<file path="config.mk">
export PLATFORM = sky130hd
export DESIGN_NAME = rst_seq_top
export DESIGN_NICKNAME = d
export VERILOG_FILES = /design/src/rtl/rsq_pkg.sv /design/src/rtl/rsq_pin_filter.sv /design/src/rtl/rsq_hold_ctrl.sv /design/src/rtl/rsq_start_gen.sv /design/src/rtl/rst_seq_top.sv
export SDC_FILE = /design/constraint.sdc
export NUM_CORES = 1
export LEC_CHECK = 0
export ABC_AREA = 1
export CAP_MARGIN = 20
export CORE_MARGIN = 3
export CORE_UTILIZATION = 55
export CTS_CLUSTER_DIAMETER = 200
export CTS_CLUSTER_SIZE = 25
export DETAILED_ROUTE_END_ITERATION = 8
export DONT_BUFFER_PORTS = 1
export PLACE_DENSITY = 0.78
export REMOVE_ABC_BUFFERS = 1
export SYNTH_ARGS = -nofsm -noshare
export SYNTH_HDL_FRONTEND = slang
export SYNTH_SLANG_ARGS = --single-unit
</file>
<file path="constraint.sdc">
create_clock -name clk -period 1.9 [get_ports clk]
set_input_delay 0.095 -clock clk [delete_from_list [all_inputs] [get_ports clk]]
set_output_delay 0.095 -clock clk [all_outputs]
set_load 0.02 [all_outputs]
</file>
<file path="src/rtl/rsq_pkg.sv">
package rsq_pkg;
  typedef enum logic [1:0] {
    CAUSE_NONE = 2'd0,
    CAUSE_PIN  = 2'd1,
    CAUSE_INT  = 2'd2,
    CAUSE_SMR  = 2'd3
  } rst_cause_e;
endpackage

</file>
<file path="src/rtl/rsq_pin_filter.sv">
module rsq_pin_filter #(
  parameter int SYNC_STAGES = 2,
  parameter int FILT_CYCLES = 4
) (
  input  logic clk,
  input  logic por_pulse,
  input  logic pin_n,
  output logic pin_lo,
  output logic pin_hit
);
  localparam int FILT_W = $clog2(FILT_CYCLES + 1);

  logic [SYNC_STAGES-1:0] sync_q;
  logic [FILT_W-1:0]      lo_cnt;

  // synchronizer chain, one flop per stage
  genvar g;
  generate
    for (g = 0; g < SYNC_STAGES; g++) begin : g_sync
      if (g == 0) begin : g_first
        always_ff @(posedge clk or posedge por_pulse) begin
          if (por_pulse) sync_q[g] <= 1'b1;
          else           sync_q[g] <= pin_n;
        end
      end else begin : g_next
        always_ff @(posedge clk or posedge por_pulse) begin
          if (por_pulse) sync_q[g] <= 1'b1;
          else           sync_q[g] <= sync_q[g-1];
        end
      end
    end
  endgenerate

  assign pin_lo = ~sync_q[SYNC_STAGES-1];

  // count consecutive low samples, restart on any high sample
  always_ff @(posedge clk or posedge por_pulse) begin
    if (por_pulse)                          lo_cnt <= '0;
    else if (!pin_lo)                       lo_cnt <= '0;
    else if (lo_cnt != FILT_W'(FILT_CYCLES)) lo_cnt <= lo_cnt + 1'b1;
  end

  assign pin_hit = pin_lo && (lo_cnt == FILT_W'(FILT_CYCLES));
endmodule

</file>
<file path="src/rtl/rsq_hold_ctrl.sv">
module rsq_hold_ctrl
  import rsq_pkg::*;
#(
  parameter int HOLD_CYCLES = 18,
  parameter int POR_CYCLES  = 64
) (
  input  logic clk,
  input  logic por_pulse,
  input  logic pin_lo,
  input  logic pin_hit,
  input  logic wdt_timeout,
  input  logic smr_event,
  output logic rst_q,
  output logic pull_en,
  output logic keep_flag
);
  localparam int HOLD_W = $clog2(HOLD_CYCLES);
  localparam int PULL_W = $clog2(POR_CYCLES + 1);

  logic [HOLD_W-1:0] hold_cnt;
  logic [PULL_W-1:0] pull_cnt;
  rst_cause_e        cause;

  always_ff @(posedge clk or posedge por_pulse) begin
    if (por_pulse)                 pull_cnt <= PULL_W'(POR_CYCLES);
    else if (wdt_timeout)          pull_cnt <= PULL_W'(POR_CYCLES);
    else if (pull_cnt != '0)       pull_cnt <= pull_cnt - 1'b1;
  end

  always_ff @(posedge clk or posedge por_pulse) begin
    if (por_pulse) begin
      rst_q    <= 1'b1;
      cause    <= CAUSE_INT;
      hold_cnt <= HOLD_W'(HOLD_CYCLES - 1);
    end else if (wdt_timeout) begin
      rst_q    <= 1'b1;
      cause    <= CAUSE_INT;
      hold_cnt <= HOLD_W'(HOLD_CYCLES - 1);
    end else if (pin_hit && (!rst_q || cause == CAUSE_SMR)) begin
      rst_q    <= 1'b1;
      cause    <= CAUSE_PIN;
      hold_cnt <= HOLD_W'(HOLD_CYCLES - 1);
    end else if (smr_event && !rst_q) begin
      rst_q    <= 1'b1;
      cause    <= CAUSE_SMR;
      hold_cnt <= HOLD_W'(HOLD_CYCLES - 1);
    end else if (rst_q) begin
      if (hold_cnt != '0) begin
        hold_cnt <= hold_cnt - 1'b1;
      end else if (pull_cnt == '0 && !pin_lo) begin
        rst_q <= 1'b0;
        cause <= CAUSE_NONE;
      end
    end
  end

  assign pull_en   = (pull_cnt != '0);
  assign keep_flag = rst_q && (cause == CAUSE_SMR);
endmodule

</file>
<file path="src/rtl/rsq_start_gen.sv">
module rsq_start_gen #(
  parameter int          START_DLY = 7,
  parameter int          ADDR_W    = 16,
  parameter logic [15:0] BOOT_ADDR = 16'h000C
) (
  input  logic              clk,
  input  logic              por_pulse,
  input  logic              rst_q,
  output logic              strobe,
  output logic [ADDR_W-1:0] addr
);
  localparam int DLY_W = $clog2(START_DLY + 1);

  logic [DLY_W-1:0] dly_cnt;

  always_ff @(posedge clk or posedge por_pulse) begin
    if (por_pulse) begin
      dly_cnt <= '0;
      strobe  <= 1'b0;
    end else if (rst_q) begin
      dly_cnt <= DLY_W'(START_DLY);
      strobe  <= 1'b0;
    end else begin
      strobe <= (dly_cnt == DLY_W'(1));
      if (dly_cnt != '0) dly_cnt <= dly_cnt - 1'b1;
    end
  end

  assign addr = strobe ? ADDR_W'(BOOT_ADDR) : '0;
endmodule

</file>
<file path="src/rtl/rst_seq_top.sv">
module rst_seq_top #(
  parameter int          SYNC_STAGES = 2,
  parameter int          FILT_CYCLES = 4,
  parameter int          HOLD_CYCLES = 18,
  parameter int          POR_CYCLES  = 64,
  parameter int          START_DLY   = 7,
  parameter int          ADDR_W      = 16,
  parameter logic [15:0] BOOT_ADDR   = 16'h000C
) (
  input  logic              clk,
  input  logic              por_pulse,
  input  logic              rst_pin_n,
  input  logic              wdt_timeout,
  input  logic              smr_event,
  output logic              core_rst,
  output logic              pin_pull_en,
  output logic              keep_regs,
  output logic              start_strobe,
  output logic [ADDR_W-1:0] boot_addr
);
  logic pin_lo;
  logic pin_hit;

  rsq_pin_filter #(
    .SYNC_STAGES (SYNC_STAGES),
    .FILT_CYCLES (FILT_CYCLES)
  ) filt_i (
    .clk       (clk),
    .por_pulse (por_pulse),
    .pin_n     (rst_pin_n),
    .pin_lo    (pin_lo),
    .pin_hit   (pin_hit)
  );

  rsq_hold_ctrl #(
    .HOLD_CYCLES (HOLD_CYCLES),
    .POR_CYCLES  (POR_CYCLES)
  ) hold_i (
    .clk         (clk),
    .por_pulse   (por_pulse),
    .pin_lo      (pin_lo),
    .pin_hit     (pin_hit),
    .wdt_timeout (wdt_timeout),
    .smr_event   (smr_event),
    .rst_q       (core_rst),
    .pull_en     (pin_pull_en),
    .keep_flag   (keep_regs)
  );

  rsq_start_gen #(
    .START_DLY (START_DLY),
    .ADDR_W    (ADDR_W),
    .BOOT_ADDR (BOOT_ADDR)
  ) start_i (
    .clk       (clk),
    .por_pulse (por_pulse),
    .rst_q     (core_rst),
    .strobe    (start_strobe),
    .addr      (boot_addr)
  );
endmodule

</file>
# Word-level counts from Yosys, hierarchy flattened
# Cells that the tools add are included.
dict set report totals {
  register_bits 24
  latch_bits 0
  ram_bits 0
  rom_bits 0
  output_inout_bits 20
  n_memories 0
}
dict set report classes {
  add_sub_neg 4
  n_mul 0
  n_div 0
  order_cmp 0
  eq_ne 5
  shifts 0
  mux 25
  bitwise_logic 1
  n_reduce_logical 19
}
# op count
set ops {}
lappend ops {{$mux W5} 5}
lappend ops {{$mux W7} 2}
lappend ops {{$mux W2} 6}
lappend ops {{$mux W3} 4}
lappend ops {{$reduce_bool A4 Y1} 3}
lappend ops {{$logic_not A7 Y1} 1}
lappend ops {{$mux W1} 7}
lappend ops {{$reduce_bool A7 Y1} 1}
lappend ops {{$sub A7 B1 Y7 const B} 1}
lappend ops {{$reduce_bool A2 Y1} 3}
lappend ops {{$logic_and A1 B1 Y1} 5}
lappend ops {{$reduce_bool A5 Y1} 1}
lappend ops {{$sub A5 B1 Y5 const B} 1}
lappend ops {{$mux W4} 1}
lappend ops {{$ne A4 B2 Y1 const B} 1}
lappend ops {{$add A3 B1 Y3 const B} 1}
lappend ops {{$eq A3 B1 Y1 const B} 1}
lappend ops {{$eq A3 B3 Y1 const B} 1}
lappend ops {{$ne A3 B3 Y1 const B} 1}
lappend ops {{$reduce_and A3 Y1} 1}
lappend ops {{$reduce_bool A3 Y1} 1}
lappend ops {{$sub A3 B1 Y3 const B} 1}
lappend ops {{$eq A2 B2 Y1 const B} 1}
lappend ops {{$reduce_and A2 Y1} 1}
lappend ops {{other kinds (3)} 3}

# Logic depth before layout (Yosys ltp)
dict set report logic_depth {
  ltp_word 8
  ltp_mapped 11
  depth_no_buf 11
}

# By module
# Synthesis repeated with hierarchy kept, for this count alone.
dict set report unflattened {
  hier_cells 168
  area_unflattened_um2 1402.6
}
# module n_inst cells_per_inst area_each_um2
set modules_own_cells {}
lappend modules_own_cells {rsq_hold_ctrl 1 100 828.3}
lappend modules_own_cells {rsq_start_gen 1 45 350.3}
lappend modules_own_cells {rsq_pin_filter 1 23 224.0}

# Worst setup path after synthesis
# No wires, ideal clock.
dict set report synth_path {
  path_kind {flip-flop to flip-flop}
  startpoint {register hold_i.hold_cnt[0]}
  endpoint {register hold_i.hold_cnt[2]}
  setup_time_ns 0.117
  t_arrival_ns 1.243
  required_ns 1.783
  slack_ns 0.541
  path_stages_with_launch 8
  path_cell_list {dfstp_2 inv_1 ha_1 or2_2 nand4_1 nor2_1 nand2_1 nand2_1}
}
dict set report synth_between {
  elab_chain_len 6
  elab_cells_between_ends 9
  classes_between {add/sub (1); mux (5); reduce/logical (3)}
}
# item line
set synth_rtl {}
lappend synth_rtl {{start, declared} rsq_hold_ctrl.sv:20} ;# logic [HOLD_W-1:0] hold_cnt;
lappend synth_rtl {{start signal, assigned} rsq_hold_ctrl.sv:34} ;# hold_cnt <= HOLD_W'(HOLD_CYCLES - 1);
lappend synth_rtl {{start signal, assigned} rsq_hold_ctrl.sv:38} ;# hold_cnt <= HOLD_W'(HOLD_CYCLES - 1);
lappend synth_rtl {{start signal, assigned} rsq_hold_ctrl.sv:42} ;# hold_cnt <= HOLD_W'(HOLD_CYCLES - 1);
lappend synth_rtl {{$sub A5 B1 Y5} rsq_hold_ctrl.sv:49} ;# hold_cnt <= hold_cnt - 1'b1;
lappend synth_rtl {{$mux W5} rsq_hold_ctrl.sv:48} ;# if (hold_cnt != '0) begin
lappend synth_rtl {{$mux W5} rsq_hold_ctrl.sv:47} ;# end else if (rst_q) begin
lappend synth_rtl {{$mux W5} rsq_hold_ctrl.sv:43} ;# end else if (smr_event && !rst_q) begin
lappend synth_rtl {{$mux W5} rsq_hold_ctrl.sv:39} ;# end else if (pin_hit && (!rst_q || cause == CAUSE_SMR)) begin
lappend synth_rtl {{$mux W5} rsq_hold_ctrl.sv:35} ;# end else if (wdt_timeout) begin
# Parallel ways exist; a longest one is shown, timed or not. The select of a mux whose other input is x is not followed.
# A chain may end at the register's enable or synchronous reset.

# Worst setup path after layout
dict set report layout_path {
  startpoint {register hold_i.pull_cnt[0]}
  endpoint {output pin_pull_en}
}
dict set report layout_between {
  elab_chain_len 1
}
# item line
set layout_rtl {}
lappend layout_rtl {{start, declared} rsq_hold_ctrl.sv:21} ;# logic [PULL_W-1:0] pull_cnt;
lappend layout_rtl {{start signal, assigned} rsq_hold_ctrl.sv:25} ;# if (por_pulse) pull_cnt <= PULL_W'(POR_CYCLES);
lappend layout_rtl {{start signal, assigned} rsq_hold_ctrl.sv:26} ;# else if (wdt_timeout) pull_cnt <= PULL_W'(POR_CYCLES);
lappend layout_rtl {{start signal, assigned} rsq_hold_ctrl.sv:27} ;# else if (pull_cnt != '0) pull_cnt <= pull_cnt - 1'b1;
lappend layout_rtl {{$reduce_bool A7 Y1} rsq_hold_ctrl.sv:57} ;# assign pull_en = (pull_cnt != '0);
lappend layout_rtl {{end, declared} rst_seq_top.sv:16} ;# output logic pin_pull_en,
# No other way between the ends.

==> flow_metrics.py <==
metrics = {
    "outcome": {
        "status": "completed",
    },
    "grt": {
        "use_met1_pct": 18.2,
        "grt_pass1_vias": 962,
        "antenna_found_initial": 0,
        "grt_pass1_wl_mm": 3.91,
        "use_met2_pct": 26.7,
        "grt-ovfl-total": 0,
        "track_usage_pct": 15.4,
        "grt_max_degree": 21,
        "grtUsageMet3_pct": 2.55,
        "busiest_layer": "met2",
    },
    "synth": {
        "synth_warnings": 0,
        "synthCells": 164,
        "seq_area_frac_synth_pct": 44.2,
        "syn_area_um2": 1380,
        "ys_types": 29,
        "ys_ff_latch": 24,
        "synth_area_per_cell_um2": 8.40,
    },
    "clock_network": {
        "clockRootBuffer": "clkbuf_4",
        "clock_sinks": 24,
        "htreeDepth": 1,
        "cts_buffers": 3,
        "clk_latency_ns": 0.31,
        "clk_path_buf_depth": 2,
        "post_cts_buffers": 0,
        "cts_tree": "built",
        "path_clk_slew_ns": 0.13,
        "cts_resized": 0,
    },
    "final_layout": {
        "nets": 183,
        "drive_gt1_share_pct": 17.1,
        "diodes": 0,
        "syn_to_final_growth_pct": 2.73,
    },
    "pwr": {
        "power_frac_seq_pct": 50.6,
        "cellLeakagePower_nw": 0.742,
        "internal-power_uw": 884,
        "p_sw_uw": 519,
        "p_sw_share_pct": 37.0,
        "comb_power_share_pct": 33.1,
        "p_clk_share_pct": 16.3,
        "vdd.ir_drop.worst_v": 0.000636,
        "power.density_nw_per_um2": 992,
    },
    "timing": {
        "hold_ws_ns": 0.0431,
        "slew_violations": 0,
        "maxSlewHeadroom_pct": 65.0,
        "rsz0062_at_grt": "no",
        "final-hold-violation-count": 0,
        "fin_crit_ns": 1.61,
        "finalClockSkew_ns": 0.00611,
        "final.setup.tns_ns": 0,
        "max_slew.worst_pin.slew_ns": 0.525,
        "final-setup-viol-count": 0,
        "fmax_mhz": 620,
        "finalCritPeriodShare_pct": 84.9,
    },
    "floorplan": {
        "die_area_um2": 3140,
        "rows": 17,
        "io_pins": 25,
        "start_util_pct": 60.0,
        "die_width_um": 56.0,
        "die_h_um": 56.0,
        "core_area_um2": 2300,
    },
    "drt": {
        "drt_pass1_iterations": 4,
        "wirelength_mm": 2.21,
        "drtIter0Drc": 5,
        "ant_nets": 0,
        "routed_via_density": 4.99,
        "wl_per_cell_um": 11.2,
        "dr_total_vias": 988,
        "drc": 0,
    },
    "job": {
        "maxCapViolCount": 0,
    },
    "worst_setup_path": {
        "critPathKind": "flip-flop to output pin",
        "end_kind": "output pin",
        "required_ns": 1.80,
        "cp-start-kind": "flip-flop",
        "r2r_slack_ns": 0.38,
        "worst_ep_arrival_time_ns": 1.52,
        "cp_max_fo": 6,
    },
    "placement": {
        "io_buffers": 0,
        "place_congestion": 0.807,
        "hpwl_mm": 1.72,
    },
    "hold_path": {
        "holdCritPathClass": "input port to flip-flop",
    },
}
## registers in the layout, indices dropped and copies added (netlist names)
name,cells
start_i.strobe,1
start_i.dly_cnt,3
hold_i.rst_q,1
hold_i.pull_cnt,7
filt_i.lo_cnt,3
hold_i.cause,2
filt_i.sync_q,2
hold_i.hold_cnt,5
## routing by layer
| layer | up-vias | part of all wire, % |
|---|---|---|
| met4 | 0 | 1.3 |
| met2 | 29 | 49 |
| li1 | 498 | - |
| met1 | 457 | 44 |
| met5 | - | 0 |
| met3 | 4 | 5.5 |
## cell families (layout without fill, tap and decap cells)
| family | after synthesis | count (layout) | share of synthesized area, % |
|---|---|---|---|
| buffers and inverters | 38 | 31 | 14.8 |
| other | 1 | 14 | 0.272 |
| AOI/OAI and AO/OA | 16 | 16 | 6.72 |
| DFF | 24 | 24 | 44.2 |
| xor gates and xnor gates | 3 | 3 | 1.91 |
| adders and majority gates | 7 | 7 | 6.36 |
| and+or+nand+nor | 75 | 75 | 25.7 |
## final timing paths
check | start | end | depth (start not counted)
max | hold_i.pull_cnt[0] | pin_pull_en | 5
min in group asynchronous | por_pulse | hold_i.pull_cnt[2] | 2
min reg2reg | filt_i.sync_q[0] | filt_i.sync_q[1] | 0
max reg2reg | filt_i.lo_cnt[0] | hold_i.cause[1] | 11
min | smr_event | hold_i.cause[0] | 4
max in group asynchronous | por_pulse | filt_i.sync_q[0] | 3
## what timing repair did
action	CTS	global route
hold endpoints to repair	33	0
setup endpoints to repair	0	0
hold buffers	4	0
## through the flow
| stage | power (mW) | instance area [µm²] | utilization [%] | cells | setup WS, ns |
|---|---|---|---|---|---|
| 2_1_floorplan | 1.08 | 1310 | - | 161 | 0.541 |
| 3_3_place_gp | 1.14 | 1350 | 58.7 | 190 | 0.472 |
| 3_5_place_dp | 1.17 | 1350 | 58.7 | 190 | 0.397 |
| 4_1_cts | 1.41 | 1420 | 61.6 | 198 | 0.284 |
| 5_1_grt | 1.53 | 1420 | 61.6 | 198 | 0.189 |
| 6_report | 1.40 | 1420 | 61.6 | 198 | 0.286 |
## critical path, stage by stage (launching register included)
cell     delay (ns)
dfrtp_1        0.39
inv_1          0.10
ha_1           0.27
nand2_1        0.12
nor2_4         0.17
inv_1          0.16
## cells in the mapped netlist, drive strengths merged
| cell type | count | area [µm²] |
|---|---|---|
| nand4 | 1 | 6.26 |
| a21oi | 2 | 10.0 |
| nor2 | 19 | 93.8 |
| a31oi | 2 | 12.5 |
| o21ai | 11 | 62.6 |
| dfrtp | 17 | 425 |
| xnor2 | 2 | 17.5 |
| dfstp | 7 | 184 |
| xor2 | 1 | 8.76 |
| inv | 21 | 78.8 |
| o31ai | 1 | 7.51 |
| nor3 | 1 | 5.00 |
| nand3 | 13 | 70.1 |
| and3 | 1 | 6.26 |
| or2 | 1 | 6.26 |
| nand2 | 38 | 160 |
| clkinv | 1 | 5.00 |
| conb | 1 | 3.75 |
| ha | 7 | 87.6 |
| buf | 16 | 120 |
| nor4 | 1 | 6.26 |
## layout by cell type (no fill, tap or decap), types with 4 or more instances in the layout
| master | Yosys | routed |
|---|---|---|
| dfstp_2 | 7 | 7 |
| ha_1 | 7 | 7 |
| nand2_1 | 33 | 33 |
| nor2_1 | 14 | 14 |
| dlygate4sd3_1 | 0 | 4 |
| nand2_2 | 4 | 4 |
| nand3_1 | 12 | 12 |
| dfrtp_1 | 17 | 17 |
| o21ai_0 | 8 | 8 |
| conb_1 | 1 | 14 |
| inv_1 | 18 | 18 |
## cell type report
| class | count | area, µm² |
|---|---|---|
| clock buffer | 4 | 26.3 |
| fill | 197 | 882 |
| inverter | 22 | 83.8 |
| multi-input combinational | 115 | 613 |
| sequential | 24 | 609 |
| tap | 28 | 35.0 |
| timing repair buffer | 5 | 47.5 |
## power groups by stage
stage | Clock [mW] | Sequential [mW] | Combinational, mW
after floorplan | 0 | 0.700 | 0.383
after global placement | 0 | 0.716 | 0.429
after detailed placement | 0 | 0.718 | 0.453
after CTS | 0.233 | 0.709 | 0.467
after global routing | 0.261 | 0.728 | 0.537
final | 0.229 | 0.709 | 0.465
Power figures use the tool's default switching activity.
